`config.mk`:
```
export PLATFORM = sky130hd
export DESIGN_NAME = sector_buf_writer
export DESIGN_NICKNAME = d
export VERILOG_FILES = /design/src/rtl/sbw_pkg.sv /design/src/rtl/sbw_hdr.sv /design/src/rtl/sbw_ptr.sv /design/src/rtl/sbw_seq.sv /design/src/rtl/sector_buf_writer.sv
export SDC_FILE = /design/constraint.sdc
export NUM_CORES = 1
export LEC_CHECK = 0
export ABC_AREA = 1
export BUFFER_PORTS_ARGS = -buffer_cell sky130_fd_sc_hd__buf_2
export CORE_MARGIN = 2
export CORE_UTILIZATION = 33
export CTS_CLUSTER_SIZE = 40
export DETAILED_ROUTE_END_ITERATION = 16
export SKIP_LAST_GASP = 1
export SYNTH_ARGS = -nofsm -noshare
export SYNTH_HDL_FRONTEND = slang
export SYNTH_SLANG_ARGS = --single-unit
```
`constraint.sdc`:
```
create_clock -name clk -period 2.4 [get_ports clk]
set_clock_uncertainty 0.15 [all_clocks]
set_input_delay 0.24 -clock clk [delete_from_list [all_inputs] [get_ports clk]]
set_output_delay 0.24 -clock clk [all_outputs]
set_load 0.02 [all_outputs]
```
`src/rtl/sbw_pkg.sv`:
```
package sbw_pkg;
  typedef enum logic [1:0] {
    ST_IDLE = 2'd0,
    ST_HDR  = 2'd1,
    ST_DATA = 2'd2
  } sbw_state_e;

  localparam int SBW_AW_DEF    = 14;
  localparam int SBW_HB_DEF    = 4;
  localparam int SBW_DB_DEF    = 2048;
  localparam int SBW_STEP_DEF  = 2352;
endpackage

```
`src/rtl/sbw_hdr.sv`:
```
module sbw_hdr #(
  parameter int HB = 4
) (
  input  logic            clk,
  input  logic            rst_n,
  input  logic            load,
  input  logic [8*HB-1:0] hdr_in,
  output logic [8*HB-1:0] hdr_q,
  output logic            irq
);
  always_ff @(posedge clk) begin
    if (!rst_n) begin
      hdr_q <= '0;
      irq   <= 1'b0;
    end else begin
      irq <= load;
      if (load) hdr_q <= hdr_in;
    end
  end
endmodule

```
`src/rtl/sbw_ptr.sv`:
```
module sbw_ptr #(
  parameter int AW       = 14,
  parameter int STEP     = 2352,
  parameter int PTR_INIT = 0,
  parameter int WA_INIT  = 2352
) (
  input  logic          clk,
  input  logic          rst_n,
  input  logic          adv,
  output logic [AW-1:0] blk_ptr,
  output logic [AW-1:0] wr_addr
);
  localparam logic [AW-1:0] STEP_V = AW'(STEP);

  logic [AW-1:0] regs [2];

  for (genvar g = 0; g < 2; g++) begin : g_reg
    localparam logic [AW-1:0] INIT_V = (g == 0) ? AW'(PTR_INIT) : AW'(WA_INIT);
    always_ff @(posedge clk) begin
      if (!rst_n)   regs[g] <= INIT_V;
      else if (adv) regs[g] <= regs[g] + STEP_V;
    end
  end

  assign blk_ptr = regs[0];
  assign wr_addr = regs[1];
endmodule

```
`src/rtl/sbw_seq.sv`:
```
module sbw_seq
  import sbw_pkg::*;
#(
  parameter int AW = 14,
  parameter int HB = 4,
  parameter int DB = 2048
) (
  input  logic            clk,
  input  logic            rst_n,
  input  logic            start,
  input  logic [8*HB-1:0] hdr,
  input  logic [AW-1:0]   base,
  input  logic            dat_valid,
  input  logic [7:0]      dat_byte,
  output logic            busy,
  output logic            idle,
  output logic            dat_ready,
  output logic            ram_we,
  output logic [AW-1:0]   ram_addr,
  output logic [7:0]      ram_wdata
);
  localparam int TOTAL = HB + DB;
  localparam int CW    = $clog2(TOTAL + 1);
  localparam int HSW   = (HB > 1) ? $clog2(HB) : 1;

  sbw_state_e     st;
  logic [CW-1:0]  cnt;
  logic           last_hdr, last_dat;
  logic [HSW-1:0] hsel;
  logic [7:0]     hdr_byte;

  assign last_hdr = (cnt == CW'(HB - 1));
  assign last_dat = (cnt == CW'(TOTAL - 1));

  always_ff @(posedge clk) begin
    if (!rst_n) begin
      st  <= ST_IDLE;
      cnt <= '0;
    end else begin
      case (st)
        ST_IDLE: if (start) begin
          st  <= ST_HDR;
          cnt <= '0;
        end
        ST_HDR: begin
          cnt <= cnt + 1'b1;
          if (last_hdr) st <= ST_DATA;
        end
        ST_DATA: if (dat_valid) begin
          if (last_dat) begin
            st  <= ST_IDLE;
            cnt <= '0;
          end else begin
            cnt <= cnt + 1'b1;
          end
        end
        default: st <= ST_IDLE;
      endcase
    end
  end

  assign hsel      = cnt[HSW-1:0];
  assign hdr_byte  = hdr[8*hsel +: 8];
  assign idle      = (st == ST_IDLE);
  assign busy      = !idle;
  assign dat_ready = (st == ST_DATA);
  assign ram_we    = (st == ST_HDR) || ((st == ST_DATA) && dat_valid);
  assign ram_addr  = base + AW'(cnt);
  assign ram_wdata = (st == ST_HDR) ? hdr_byte : dat_byte;


  hdr_burst_chk: assert property (@(posedge clk) disable iff (!rst_n)
    (st == ST_HDR) |-> ram_we);


  data_step_chk: assert property (@(posedge clk) disable iff (!rst_n)
    (st == ST_DATA && ram_we && !last_dat) |=> (ram_addr == $past(ram_addr) + 1'b1));


  data_stall_chk: assert property (@(posedge clk) disable iff (!rst_n)
    (st == ST_DATA && !dat_valid) |=> $stable(ram_addr));
endmodule

```
`src/rtl/sector_buf_writer.sv`:
```
module sector_buf_writer
  import sbw_pkg::*;
#(
  parameter int AW       = SBW_AW_DEF,
  parameter int HB       = SBW_HB_DEF,
  parameter int DB       = SBW_DB_DEF,
  parameter int STEP     = SBW_STEP_DEF,
  parameter int PTR_INIT = 0,
  parameter int WA_INIT  = SBW_STEP_DEF
) (
  input  logic            clk,
  input  logic            rst_n,
  input  logic            dec_en,
  input  logic            wr_en,
  input  logic            sec_valid,
  output logic            sec_ready,
  input  logic [8*HB-1:0] sec_hdr,
  input  logic            dat_valid,
  output logic            dat_ready,
  input  logic [7:0]      dat_byte,
  output logic            ram_we,
  output logic [AW-1:0]   ram_addr,
  output logic [7:0]      ram_wdata,
  output logic [AW-1:0]   blk_ptr,
  output logic [AW-1:0]   wr_addr,
  output logic [8*HB-1:0] hdr_q,
  output logic            dec_irq,
  output logic            busy
);
  logic acc, load, adv, idle;

  assign acc       = sec_valid && idle;
  assign load      = acc && dec_en;
  assign adv       = load && wr_en;
  assign sec_ready = idle;

  sbw_hdr #(.HB(HB)) u_hdr (
    .clk(clk), .rst_n(rst_n), .load(load), .hdr_in(sec_hdr),
    .hdr_q(hdr_q), .irq(dec_irq)
  );

  sbw_ptr #(.AW(AW), .STEP(STEP), .PTR_INIT(PTR_INIT), .WA_INIT(WA_INIT)) u_ptr (
    .clk(clk), .rst_n(rst_n), .adv(adv), .blk_ptr(blk_ptr), .wr_addr(wr_addr)
  );

  sbw_seq #(.AW(AW), .HB(HB), .DB(DB)) u_seq (
    .clk(clk), .rst_n(rst_n), .start(adv), .hdr(hdr_q), .base(blk_ptr),
    .dat_valid(dat_valid), .dat_byte(dat_byte), .busy(busy), .idle(idle),
    .dat_ready(dat_ready), .ram_we(ram_we), .ram_addr(ram_addr), .ram_wdata(ram_wdata)
  );


  dec_off_chk: assert property (@(posedge clk) disable iff (!rst_n)
    (sec_valid && sec_ready && !dec_en) |=> (!busy && !dec_irq && $stable(blk_ptr) && $stable(hdr_q)));


  hdr_load_chk: assert property (@(posedge clk) disable iff (!rst_n)
    (sec_valid && sec_ready && dec_en) |=> (dec_irq && hdr_q == $past(sec_hdr)));


  no_store_chk: assert property (@(posedge clk) disable iff (!rst_n)
    (sec_valid && sec_ready && dec_en && !wr_en) |=> (!busy && $stable(blk_ptr) && $stable(wr_addr)));


  ptr_step_chk: assert property (@(posedge clk) disable iff (!rst_n)
    (sec_valid && sec_ready && dec_en && wr_en) |=>
      (busy && blk_ptr == $past(blk_ptr) + AW'(STEP) && wr_addr == $past(wr_addr) + AW'(STEP)));


  idle_quiet_chk: assert property (@(posedge clk) disable iff (!rst_n)
    !busy |-> (!ram_we && !dat_ready));
endmodule

```
==> flow_metrics.tcl, run 1 <==
set metrics [dict create \
    internal_power_mw 2.64 \
    initial_utilization_pct 33.8 \
    core_area_um2 11400 \
    crit_type "reg2out" \
    die_height_um 112 \
    drc 0 \
    pwr-share-clk_pct 27.3 \
    required_ps 2010 \
    status "finished, violations left" \
    antenna_found_initial 0 \
    syn-instance-count 530 \
    power_leakage_nw 2.33 \
    synth_xor_area_share_pct 2.96 \
    cts_inserted_buffers 9 \
    crit_end "ram_addr[12]" \
    routed_wl_um 11100 \
    cp.arrival_ps 2020 \
    dpl-instance-area_um2 4610 \
    die_w_um 112 \
    drt_iter0_markers 187 \
    die_area_um2 12500 \
    synth_top_area_cell "dfxtp_1" \
    cp-startpoint "u_ptr.regs[0][4]" \
    htree_levels 3 \
    synth_cell_types 32 \
    fin_total_pwr_mw 4.44 \
    vias 3965 \
    synth-compound-area-share_pct 17.1 \
    hold_depth 3 \
    worstSetupEndpointType "output port" \
    fin_ws_ps -5.67 \
    min_period_over_period_pct 100 \
    powerDensity_nw_per_um2 871 \
    switchingPower_mw 1.80 \
    clkLatencyLatePin_ps 320 \
    area_delta_synth_final_pct 32.6 \
    firstDrtPassIters 5 \
    wl_per_cell_um 13.6 \
    synth_top_family_by_area "simple AND/OR/NAND/NOR gates" \
    avgSynthCellArea_um2 7.25 \
    portBuffers 124 \
    tritoncts "yes" \
    rows 39 \
    grt_pass1_wl_um 17500 \
    instances_no_fill 817 \
    synthSimpleGateAreaFrac_pct 23.3 \
    fin_area_um2 5100 \
    final_util_pct 44.8 \
    worst_slew_pin_slew_ps 532 \
    relSlewSlack_pct 64.5 \
    cts-root-buf "clkbuf_16" \
    start_kind "register" \
    clkSlewWorstSetupHoldPaths_ps 50 \
    final_nets 732 \
    fill_cells 1141 \
    synth_flop_cell "dfxtp_1" \
    vdd_drop_max_mv 0.421 \
    yosysTopAreaCellShare_pct 24.5 \
    synthMuxAreaShare_pct 0 \
    pwr-share-seq_pct 32.0 \
    cts_buffer_depth 2 \
    layout-drive-gt1-share_pct 28.2 \
    gp_congestion 0.864 \
    synthesis.area_um2 3840 \
    r2r_start "u_seq.st[0]" \
    r2r_slack_ps 270 \
    grt_start_max_net_pins 28 \
    hold_violations 0 \
    yosys.area_share.adder_pct 5.73 \
    place_hpwl_um 8310 \
    ys_warn_count 0 \
    rr_worst_depth 9 \
    hold_class "in2reg" \
    final_antenna_net_count 0 \
    synthArstFlopShare_pct 0 \
    ys_ff_latch 67 \
    clkSinkCount 67 \
    failed_checks "setup timing" \
    min_period_ps 2410 \
    yosysSeqAreaShare_pct 40.1 \
    max_cap_violations 0 \
    synthTopCellsByArea "dfxtp_1, edfxtp_1, nand2_1, a21oi_1, inv_1" \
    p_sw_share_pct 40.5 \
    placedCellCount 788 \
    slew_violations 0 \
    synth_edf_count 20 \
    pwr-share-comb_pct 40.7 \
    track_usage_pct 17.2 \
    grt_overflow 0 \
    path_max_fanout 3 \
    ios 133 \
    grt_pass1_vias 3681 \
    via_per_inst 4.85 \
    diodes 0 \
    setup_viol 1 \
    timing.rr.end "u_seq.cnt[3]" \
    fmax_mhz 416 \
    setup_tns_ps -5.67 \
    grt_setup_unrepaired "true" \
]
[cells in the final DEF (no fill, tap or decap), types with 3 or more instances in the layout]
cell type and n:
nor3_1 3, nand2_1 111, nand2_2 3, clkbuf_16 9, inv_1 60, nor2_2 5, nand4_1 8, nor2_1 45
ha_1 8, clkbuf_1 3, edfxtp_1 20, ha_4 6, a21oi_1 72, dfxtp_1 46, nand3_1 31, o21ai_0 40
a31oi_1 8, xor2_1 10, conb_1 8, buf_4 27, buf_2 122
[timing repair]
action / CTS / global route
buffers inserted: 4 / 8
hold endpoints to repair: 1 / 0
hold buffers: 1 / 0
gates resized for setup: 9 / 15
pin swaps: 4 / 3
setup endpoints to repair: 5 / 8
[critical path, cell delays in order, from the launching register on]
cell and delay (ps):
edfxtp_1 350, ha_2 190, inv_2 50, fa_2 350, o21ai_2 120, buf_4 130
nand4_1 90, nand3_1 100, xor2_1 160, buf_4 160
[worst min-delay path by stage]
stage                          startpoint              end  slack, ps
after floorplan                     rst_n   u_hdr.hdr_q[8]        230
after global placement     u_hdr.hdr_q[0]   u_hdr.hdr_q[0]        310
after detailed placement  u_hdr.hdr_q[20]  u_hdr.hdr_q[20]        320
after CTS                     sec_hdr[24]  u_hdr.hdr_q[24]          3
after global routing          sec_hdr[25]  u_hdr.hdr_q[25]         10
final                         sec_hdr[24]  u_hdr.hdr_q[24]         10
[area by class of cell]
type                       count  area [um^2]  share of cell area [%]
inverter                      63          240                    4.71
timing repair buffer         151          835                    16.4
tap                          143          179                    3.51
clock inverter                 2         10.0                   0.196
sequential                    67         1540                    30.3
multi-input combinational    377         2030                    39.8
clock buffer                  14          264                    5.18
[synthesized netlist by cell type (6+ instances only)]
library cell    n
nand2_1       112
a21oi_1        74
inv_1          62
dfxtp_1        47
nor2_1         45
o21ai_0        42
nand3_1        31
edfxtp_1       20
ha_1           16
buf_4          12
xor2_1         11
clkbuf_1       10
a31oi_1         8
nand4_1         8
buf_2           6
[per-layer routing]
layer  global-route usage (%)  up-vias  wire length, um
li1                         -     2007                -
met3                     4.46       12              678
met5                        0        -                0
met1                     21.3     1829             4840
met2                     28.4      117             5390
met4                     7.74        0              157
[state kept, by name (all words and copies together) (netlist names)]
signal and flops:
u_hdr.irq 1, u_ptr.regs 20, u_seq.cnt 12, u_seq.st 2
u_hdr.hdr_q 32
[power groups by stage]
stage | clock network, mW | logic (mW) | registers, mW
3_5_place_dp | 0 | 1.74 | 1.43
4_1_cts | 1.24 | 1.76 | 1.41
3_3_place_gp | 0 | 1.72 | 1.43
5_1_grt | 1.29 | 1.99 | 1.44
2_1_floorplan | 0 | 1.11 | 1.54
6_report | 1.21 | 1.81 | 1.42
[cells by family (layout without fill, tap and decap cells)]
logic type                 after synthesis  after routing
and+or+nand+nor                        211            211
AOI/OAI and AO/OA                      128            128
buffers and inverters                   93            230
DFF                                     67             67
adders and majority gates               17             17
xor gates and xnor gates                13             13
other                                    1              8
[through the flow]
| stage | hold WS [ps] | setup WS [ps] |
|---|---|---|
| after global routing | 10.2 | -97.9 |
| after floorplan | 228 | 13.9 |
| after detailed placement | 315 | 147 |
| final | 12.1 | -5.67 |
| after CTS | 3.05 | -52.0 |
| after global placement | 310 | 203 |
(Power assumes the default switching activity.)
==> run 2, diff against run 1 <==
- CAP_MARGIN: unset -> 20
- CORE_UTILIZATION: 33 -> 51
- PLACE_DENSITY: unset -> 0.81
- SLEW_MARGIN: unset -> 20
==> run 2 against run 1 <==
  * The flow still finishes with violations (setup timing)
  * Via count increased by 2.3%
  * First-iteration DRC count increased by 27%
  * Global-route usage increased by 7.7 points
  * Core utilization increased by 24 points
  * Sequential share of layout area increased by 0.46 points
  * Wire length decreased by 2.3%
  * Worst setup slack got worse by 98 ps
  * Clock power decreased by 25%
  * Die area decreased by 34%
  * Critical path depth increased by 1
  * Final cell count decreased by 4.5%
  * Sequential power about the same
  * Critical endpoint is now ram_addr[10]
==> flow_metrics.tcl, run 2 (synthesis gave the netlist of run 1 again) <==
set metrics [dict create \
    status "finished, violations left" \
    failed_checks "setup timing" \
    die_height_um 90.8 \
    min_period_over_period_pct 104 \
    wl_per_cell_um 13.9 \
    portBuffers 124 \
    max_cap_violations 0 \
    largest_register_ffs 32 \
    power_leakage_nw 2.33 \
    slew_violations 0 \
    cp-startpoint "u_ptr.regs[0][4]" \
    cts-root-buf "clkbuf_8" \
    layout-drive-gt1-share_pct 27.9 \
    crit_type "reg2out" \
    clkSlewWorstSetupHoldPaths_ps 70 \
    cp.arrival_ps 2110 \
    clkSinkCount 67 \
    htree_levels 3 \
    tritoncts "yes" \
    start_kind "register" \
    fmax_mhz 399 \
    die_w_um 90.8 \
    grt_overflow 0 \
    cts_inserted_buffers 9 \
    path_max_fanout 3 \
    worstSetupEndpointType "output port" \
    layout_common_cells "buf_2, nand2_1, a21oi_1" \
    grt_pass1_wl_um 16800 \
    hold_violations 0 \
    vias 4055 \
    placedCellCount 742 \
    setup_viol 2 \
    final_antenna_net_count 0 \
    die_area_um2 8250 \
    top_register "u_hdr.hdr_q" \
    required_ps 2010 \
    initial_utilization_pct 52.7 \
    r2r_start "u_seq.st[0]" \
    diodes 0 \
    grt_pass1_vias 3664 \
    final_common_cell "buf_2" \
    instances_no_fill 780 \
    regArea_um2 1550 \
    core_area_um2 7290 \
    powerDensity_nw_per_um2 812 \
    track_usage_pct 25.0 \
    rows 31 \
    area_delta_synth_final_pct 30.9 \
    min_period_ps 2500 \
    clkLatencyLatePin_ps 330 \
    cts_buffer_depth 2 \
    routed_wl_um 10800 \
    drt_iter0_markers 238 \
    fin_ws_ps -104 \
    final_nets 739 \
    worstHoldStart "sec_hdr[24]" \
    fin_total_pwr_mw 4.09 \
    grt_setup_unrepaired "true" \
    place_hpwl_um 7790 \
    firstDrtPassIters 5 \
    gp_congestion 0.920 \
    hold_ws_ps 17.2 \
    hold_class "in2reg" \
    reg.largest.list "u_hdr.hdr_q x32, u_ptr.regs x20, u_seq.cnt x12" \
    vdd_drop_max_mv 0.422 \
    ios 133 \
    drc 0 \
    multi_input_area_um2 2010 \
    grt_start_max_net_pins 24 \
    antenna_found_initial 0 \
    final_util_pct 69.0 \
    via_per_inst 5.20 \
    fill_cells 662 \
]
[run 2: changes by cell type in the layout (fill, tap and decap cells not counted), moves of 2 or more]
cell and delta:
dfxtp_2 +2, clkbuf_1 -3, dfxtp_1 -2, ha_1 +2, buf_4 -2, clkbuf_8 +8, dlygate4sd3_1 +10, clkbuf_16 -8
[run 2: worst max-delay path: stages (launching register included)]
cell	delay (ps)
edfxtp_1	360
ha_2	200
inv_2	50
fa_2	370
o21ai_2	210
nand2_1	70
nand2_1	70
nand2_1	60
nand2_2	90
xor2_2	160
buf_6	140
[run 2: power breakdown]
part / internal (mW) / total, mW / switching (mW) / leakage (nW)
registers: 1.30 / 1.40 / 0.0962 / 0.581
clock network: 0.467 / 0.913 / 0.446 / 0.101
logic: 0.559 / 1.77 / 1.22 / 1.65
total: 2.33 / 4.09 / 1.76 / 2.33
[run 2: worst paths after layout]
kind / endpoint / cells after the start / slack, ps
min: u_hdr.hdr_q[24] / 3 / 20
min reg2reg: u_hdr.hdr_q[15] / 2 / 320
max: ram_addr[10] / 10 / -100
max reg2reg: u_seq.cnt[7] / 9 / 260
[run 2: repair_timing]
item,in CTS,in global routing
hold buffers,11,0
endpoints found under the setup margin,6,6
pin swaps,1,5
hold endpoints to repair,11,0
gates resized for setup,5,21
buffers inserted,5,6
[run 2: cell type report]
class,instances,area share (%)
Tap cell,99,2.46
Sequential cell,67,30.7
Timing Repair Buffer,158,18.2
Clock buffer,11,3.23
Inverter,63,4.70
Clock inverter,5,0.647
Multi-Input combinational cell,377,40.0
[run 2: routing by layer]
metal | GRT usage, % | up-vias | share of wire, % | wire [um]
met5 | 0 | - | 0 | 0
met4 | 10.7 | 0 | 2.8 | 304
met3 | 5.18 | 31 | 6.0 | 646
met2 | 42.2 | 151 | 50 | 5460
met1 | 30.9 | 1852 | 41 | 4400
li1 | - | 2021 | - | -
[run 2: through the flow]
stage          worst slack (ps)  area, um^2  setup TNS, ps
5_1_grt                    -241        5030           -483
6_report                   -104        5030           -196
3_5_place_dp               82.5        4540              0
2_1_floorplan              13.9        3880              0
3_3_place_gp                142        4540              0
4_1_cts                   -27.8        4890          -27.8
